==> src/rtl/hs_slice.sv <==
module hs_slice #(
  parameter int WIDTH = 32,
  parameter int MODE  = 1
) (
  input  logic             clk,
  input  logic             rst,
  input  logic             s_valid,
  output logic             s_ready,
  input  logic [WIDTH-1:0] s_data,
  output logic             m_valid,
  input  logic             m_ready,
  output logic [WIDTH-1:0] m_data
);

  localparam int PASS = 0;
  localparam int DUAL = 1;
  localparam int SINGLE = 2;
  localparam int INREG = 3;

  assert_reset_quiet_R1: assert property (@(posedge clk)
    rst && $past(rst) |-> !m_valid && !s_ready);

  generate
    if (MODE == PASS) begin : g_pass
      assign m_valid = s_valid & ~rst;
      assign m_data  = s_data;
      assign s_ready = m_ready & ~rst;

    end else if (MODE == DUAL) begin : g_dual
      logic             up, hd_v, sk_v;
      logic [WIDTH-1:0] hd_d, sk_d;
      logic             take;

      assign take = s_valid & s_ready;

      always_ff @(posedge clk) begin
        if (rst) begin
          up   <= 1'b0;
          hd_v <= 1'b0;
          sk_v <= 1'b0;
        end else begin
          up <= 1'b1;
          if (!hd_v || m_ready) begin
            if (sk_v) begin
              hd_v <= 1'b1;
              hd_d <= sk_d;
              sk_v <= 1'b0;
            end else begin
              hd_v <= take;
              if (take) hd_d <= s_data;
            end
          end else if (take) begin
            sk_v <= 1'b1;
            sk_d <= s_data;
          end
        end
      end

      assign s_ready = up & ~sk_v;
      assign m_valid = hd_v;
      assign m_data  = hd_d;

      assert_next_offer_R3: assert property (@(posedge clk) disable iff (rst)
        s_valid && s_ready |=> m_valid);
      assert_stall_only_full_R4: assert property (@(posedge clk) disable iff (rst)
        up && !s_ready |-> m_valid);
      assert_hold_R9: assert property (@(posedge clk) disable iff (rst)
        m_valid && !m_ready |=> m_valid && $stable(m_data));

    end else if (MODE == SINGLE) begin : g_single
      logic             up, v;
      logic [WIDTH-1:0] d;

      always_ff @(posedge clk) begin
        if (rst) begin
          up <= 1'b0;
          v  <= 1'b0;
        end else begin
          up <= 1'b1;
          if (v) begin
            if (m_ready) v <= 1'b0;
          end else if (s_valid && s_ready) begin
            v <= 1'b1;
            d <= s_data;
          end
        end
      end

      assign s_ready = up & ~v;
      assign m_valid = v;
      assign m_data  = d;

      assert_bubble_R5: assert property (@(posedge clk) disable iff (rst)
        s_valid && s_ready |=> !s_ready);
      assert_reopen_R6: assert property (@(posedge clk) disable iff (rst)
        m_valid && m_ready |=> s_ready);
      assert_hold_R9: assert property (@(posedge clk) disable iff (rst)
        m_valid && !m_ready |=> m_valid && $stable(m_data));

    end else begin : g_inreg
      logic             up, in_v, sk_v;
      logic [WIDTH-1:0] in_d, sk_d;

      always_ff @(posedge clk) begin
        if (rst) begin
          up   <= 1'b0;
          in_v <= 1'b0;
          sk_v <= 1'b0;
        end else begin
          up <= 1'b1;
          if (sk_v) begin
            if (m_ready) sk_v <= 1'b0;
          end else begin
            if (in_v && !m_ready) begin
              sk_v <= 1'b1;
              sk_d <= in_d;
            end
            in_v <= s_valid & s_ready;
            in_d <= s_data;
          end
        end
      end

      assign s_ready = up & ~sk_v;
      assign m_valid = sk_v | in_v;
      assign m_data  = sk_v ? sk_d : in_d;

      assert_next_offer_R7: assert property (@(posedge clk) disable iff (rst)
        s_valid && s_ready |=> m_valid);
      assert_refuse_closes_R8: assert property (@(posedge clk) disable iff (rst)
        m_valid && !m_ready && s_ready |=> !s_ready);
      assert_hold_R9: assert property (@(posedge clk) disable iff (rst)
        m_valid && !m_ready |=> m_valid && $stable(m_data));
    end
  endgenerate

endmodule

==> config.mk <==
export PLATFORM = sky130hd
export DESIGN_NAME = hs_slice
export DESIGN_NICKNAME = d
export VERILOG_FILES = /design/src/rtl/hs_slice.sv
export SDC_FILE = /design/constraint.sdc
export NUM_CORES = 1
export LEC_CHECK = 0
export BUFFER_PORTS_ARGS = -buffer_cell sky130_fd_sc_hd__clkbuf_2
export CORE_MARGIN = 2
export CORE_UTILIZATION = 55
export CTS_CLUSTER_DIAMETER = 30
export DETAILED_ROUTE_END_ITERATION = 12
export PLACE_DENSITY = 0.85
export SLEW_MARGIN = 10
export SYNTH_ARGS = -nofsm -noshare
export SYNTH_HDL_FRONTEND = slang
export SYNTH_SLANG_ARGS = --single-unit
==> constraint.sdc <==
create_clock -name clk -period 5.1 [get_ports clk]
set_input_delay 0.765 -clock clk [delete_from_list [all_inputs] [get_ports clk]]
set_output_delay 0.765 -clock clk [all_outputs]
set_load 0.03 [all_outputs]
=== After elaboration in Yosys (flattened, before gate mapping) ===
Index checks and enable logic that the tools add are counted.

* Bits in registers: 67
* Latch bits: 0
* Bits in writable memories: 0
* ROM bits: 0
* Bits of input ports: 36
* Output and inout port bits: 34
* Memories: 0

* $add $sub $neg: 0
* Multipliers: 0
* Div/mod/pow operators: 0
* Magnitude comparators: 0
* Equal/unequal tests: 0
* Shift-type cells: 0
* Muxes and demuxes: 4
* Bitwise operators: 5
* Reductions and logical operators: 6

{| class="wikitable"
|+ Operator list
! operator !! number
|-
| $mux W32 || 2
|-
| $reduce_and A3 Y1 || 2
|-
| $not A1 Y1 || 3
|-
| $and A1 B1 Y1 || 2
|-
| $mux W1 || 2
|-
| $reduce_bool A2 Y1 || 1
|-
| $reduce_or A2 Y1 || 1
|-
| $logic_not A1 Y1 || 1
|-
| $logic_or A1 B1 Y1 || 1
|}

=== Logic depth before layout (Yosys ltp) ===
* Depth after elaboration: 5
* Mapped depth: 4
* Gate-level depth less buffers: 2

=== Worst setup path before layout ===
No wires, ideal clock.

* Kind: input-to-reg
* Start: in rst
* End: reg g_dual.hd_d[0] (netlist: m_data[0]) (enable)
* Library setup time: 0.461 ns
* Arrival: 3.045 ns
* Required time: 4.639 ns
* Setup slack: 1.594 ns
* Stages on the path: 1
* Cells stage by stage: nor3_1

* Longest elaborated chain between the ends: 2

{| class="wikitable"
|+ Ends and longest elaborated chain
! element !! line !! source
|-
| start: declaration || 6 || <nowiki>input logic rst,</nowiki>
|-
| $not A1 Y1 (no line) || -- ||
|-
| $reduce_and A3 Y1 (no line) || -- ||
|-
| end signal: assignment || 46 || <nowiki>hd_d <= sk_d;</nowiki>
|-
| end signal: assignment || 50 || <nowiki>if (take) hd_d <= s_data;</nowiki>
|-
| end: declaration || 31 || <nowiki>logic [WIDTH-1:0] hd_d, sk_d;</nowiki>
|}

No other way between the ends.
A chain may end at the register's enable or synchronous reset.

=== Final worst setup path ===
* Start: reg g_dual.sk_v
* End: reg g_dual.hd_d[13] (netlist: m_data[13]) (enable)

* Longest elaborated chain between the ends: 5

{| class="wikitable"
|+ Ends and longest elaborated chain
! element !! line !! source
|-
| start: declaration || 30 || <nowiki>logic up, hd_v, sk_v;</nowiki>
|-
| start signal: assignment || 40 || <nowiki>sk_v <= 1'b0;</nowiki>
|-
| start signal: assignment || 47 || <nowiki>sk_v <= 1'b0;</nowiki>
|-
| start signal: assignment || 53 || <nowiki>sk_v <= 1'b1;</nowiki>
|-
| $not A1 Y1 || 59 || <nowiki>assign s_ready = up & ~sk_v;</nowiki>
|-
| $and A1 B1 Y1 || 59 ||
|-
| $and A1 B1 Y1 || 34 || <nowiki>assign take = s_valid & s_ready;</nowiki>
|-
| $reduce_bool A2 Y1 (no line) (*) || -- ||
|-
| $reduce_and A3 Y1 (no line) (*) || -- ||
|}

Every way passes the cells marked *; elsewhere a longest branch is shown, timed or not.

==> results.py <==
metrics = {
    "outcome": {
        "status": "finished, final reports clean",
    },
    "sta": {
        "finalSetupViolCount": 0,
        "worstMarginPinSlew_ns": 1.140,
        "skew_ns": 0.006262,
        "slew_violations": 0,
        "hold_violations": 0,
        "rsz0062_at_grt": "no",
        "slew_headroom_pct": 23.56,
        "fmax_ghz": 0.3599,
        "timing.final.ws_setup_ns": 2.322,
        "layout_min_cycle_time_ns": 2.778,
        "tns_ns": 0,
        "period_share_pct": 54.48,
    },
    "synth": {
        "synthXorXnorAreaFrac_pct": 0,
        "syn-cell-area_um2": 2551,
        "synth_seq_area_share_pct": 77.69,
        "synth_fa_ha_area_share_pct": 0,
        "synth-seq-cells": 67,
        "synth-simple-area-share_pct": 1.471,
        "synthMuxAreaShare_pct": 18.39,
        "ys_warn_count": 0,
        "synth_area_per_cell_um2": 22.78,
        "synth_compound_area_share_pct": 0.5395,
        "synth_nets": 148,
        "yosysUniqueCellTypes": 12,
        "syn_inst": 112,
        "synth_top_family_by_area": "multiplexers",
    },
    "die": {
        "die_y_um": 72.11,
        "core_area_um2": 4414,
        "die_area_um2": 5199,
        "initial_core_util_pct": 57.79,
        "die_w_um": 72.11,
        "num_io_pins": 70,
        "placementRows": 24,
    },
    "drt": {
        "drc": 0,
        "drt_iter0_markers": 100,
        "first_pass_iters": 4,
        "wl_per_cell_um": 16.24,
        "vias_per_cell": 5.186,
        "num_vias": 1281,
        "ant_nets": 0,
        "finalWirelength_um": 4012,
    },
    "clock_network": {
        "clock_sinks": 67,
        "cts_setup_buffers": 0,
        "cts_buffers": 9,
        "holdBufCountCts": 0,
        "htreeDepth": 3,
        "clk_pin_slew_ns": 0.07,
        "clk_path_buf_depth": 2,
        "cts_tree": "built",
        "clk_latency_ns": 0.33,
        "cts.repair.resized": 0,
        "cts_root_buf": "clkbuf_8",
    },
    "final_layout": {
        "area_growth_pct": 21.19,
        "antennaDiodeCount": 0,
        "ff_latch_area_um2": 1983,
        "drive_above_1_share_pct": 60.51,
        "fillers": 279,
        "fin_nets": 226,
        "multiInputGateArea_um2": 525.5,
        "postLayoutCellArea_um2": 3092,
    },
    "setup_path": {
        "path_cells": "a21oi_2 -> nor3_2 -> buf_4",
        "cp_slowest_stage_delay_ns": 1.03,
        "slowest_stage": "dfxtp_2",
        "endpoint_kind": "flip-flop",
        "required_ns": 5.12,
        "critical_path_class": "flip-flop to flip-flop",
        "r2r_cells": 3,
        "start_kind": "flip-flop",
        "cp.arrival_ns": 2.79,
        "crit_path_max_fanout": 34,
    },
    "grt": {
        "grtUsageTotal_pct": 17.03,
        "overflow": 0,
        "grt_max_degree": 35,
        "antenna_found_initial": 0,
        "grt_pass1_vias": 1350,
        "grt_pass1_wl_um": 6389,
    },
    "place": {
        "dpl-instance-area_um2": 2938,
        "place_congestion": 0.7414,
        "dp_slack_ns": 2.271,
        "numPortBuffers": 69,
        "dp_hpwl_um": 2817,
    },
    "pwr": {
        "ir_drop_uv": 211.0,
        "leakage_uw": 0.001215,
        "p_total_uw": 1044,
        "powerDensity_nw_per_um2": 337.6,
    },
    "flow_run": {
        "maxCapViolCount": 0,
    },
    "hold_path": {
        "hold_depth": 2,
        "hold_path.class": "flip-flop to flip-flop",
    },
}
## layout make-up
| type | count | area share [%] |
|---|---|---|
| clock buffer | 13 | 4.492 |
| clock inverter | 3 | 0.4856 |
| inverter | 1 | 0.1214 |
| multi-input combinational | 40 | 17.00 |
| sequential | 67 | 64.14 |
| tap | 52 | 2.104 |
| timing repair buffer | 71 | 11.66 |
## layer usage
layer  wire length, um  GRT usage, %
met1              1699         20.82
met4                80         11.95
met5                 0             0
met2              1902         25.79
met3               330         5.417
## cell usage after synthesis
| cell type | count | area (um2) |
|---|---|---|
| edfxtp_1 | 64 | 1922 |
| mux2_4 | 29 | 435.4 |
| buf_6 | 4 | 45.04 |
| dfxtp_1 | 3 | 60.06 |
| mux2_2 | 3 | 33.78 |
| nor2b_1 | 2 | 12.51 |
| nor3_1 | 2 | 10.01 |
| a21oi_1 | 1 | 5.000 |
| a21oi_2 | 1 | 8.760 |
| and4_1 | 1 | 8.760 |
| inv_1 | 1 | 3.750 |
| nand2b_1 | 1 | 6.260 |
## critical path, delay by kind of cell, from the launching register on
family          cells  cell delay (ns)
flops               1             1.03
buf+inv             1             0.42
simple gates        1             0.90
compound gates      1             0.10
## layout by cell type (no fill, tap or decap)
master / synthesis / layout
clkbuf_1: 0 / 4
nor3_1: 2 / 1
dfxtp_1: 3 / 2
a21oi_1: 1 / 1
dfxtp_2: 0 / 1
inv_1: 1 / 1
clkinv_2: 0 / 3
a21oi_2: 1 / 1
mux2_2: 3 / 3
nor2b_1: 2 / 2
edfxtp_1: 64 / 64
clkbuf_8: 0 / 9
mux2_4: 29 / 29
clkbuf_2: 0 / 69
and4_1: 1 / 1
nor3_2: 0 / 1
buf_4: 0 / 2
nand2b_1: 1 / 1
## registers in the layout, summed over array words and instances (netlist names)
signal and flops:
g_dual.sk_v 1, m_data 32, g_dual.sk_d 32, m_valid 1, g_dual.up 1
## path summary, 6_finish.rpt
path / startpoint / endpoint / slack (ns)
setup / recovery: g_dual.sk_v / m_data[13] / 2.32
hold / removal: m_valid / g_dual.sk_v / 0.51
setup reg to reg: g_dual.sk_v / m_data[13] / 2.32
hold reg to reg: m_valid / g_dual.sk_v / 0.51
## metrics by stage
step                cells  utilization, %  hold WS [ns]
global placement      231           66.55        0.4669
finish                247           70.04        0.5129
global route          247           70.04        0.5363
floorplan             112               -        0.5203
detailed placement    231           66.55        0.5212
CTS                   247           70.04        0.5263
## power by group
part | total (uW) | internal (uW) | switching [uW]
registers | 618 | 614 | 3.99
logic | 70.9 | 33.6 | 37.3
clock network | 354 | 175 | 180
total | 1040 | 823 | 221
## logic make-up (layout without fill, tap and decap cells)
kind of cell / Yosys count / count (layout)
and+or+nand+nor: 6 / 6
DFF: 67 / 67
buffers and inverters: 5 / 88
muxes: 32 / 32
AOI/OAI and AO/OA: 2 / 2
Power figures use the tool's default switching activity.
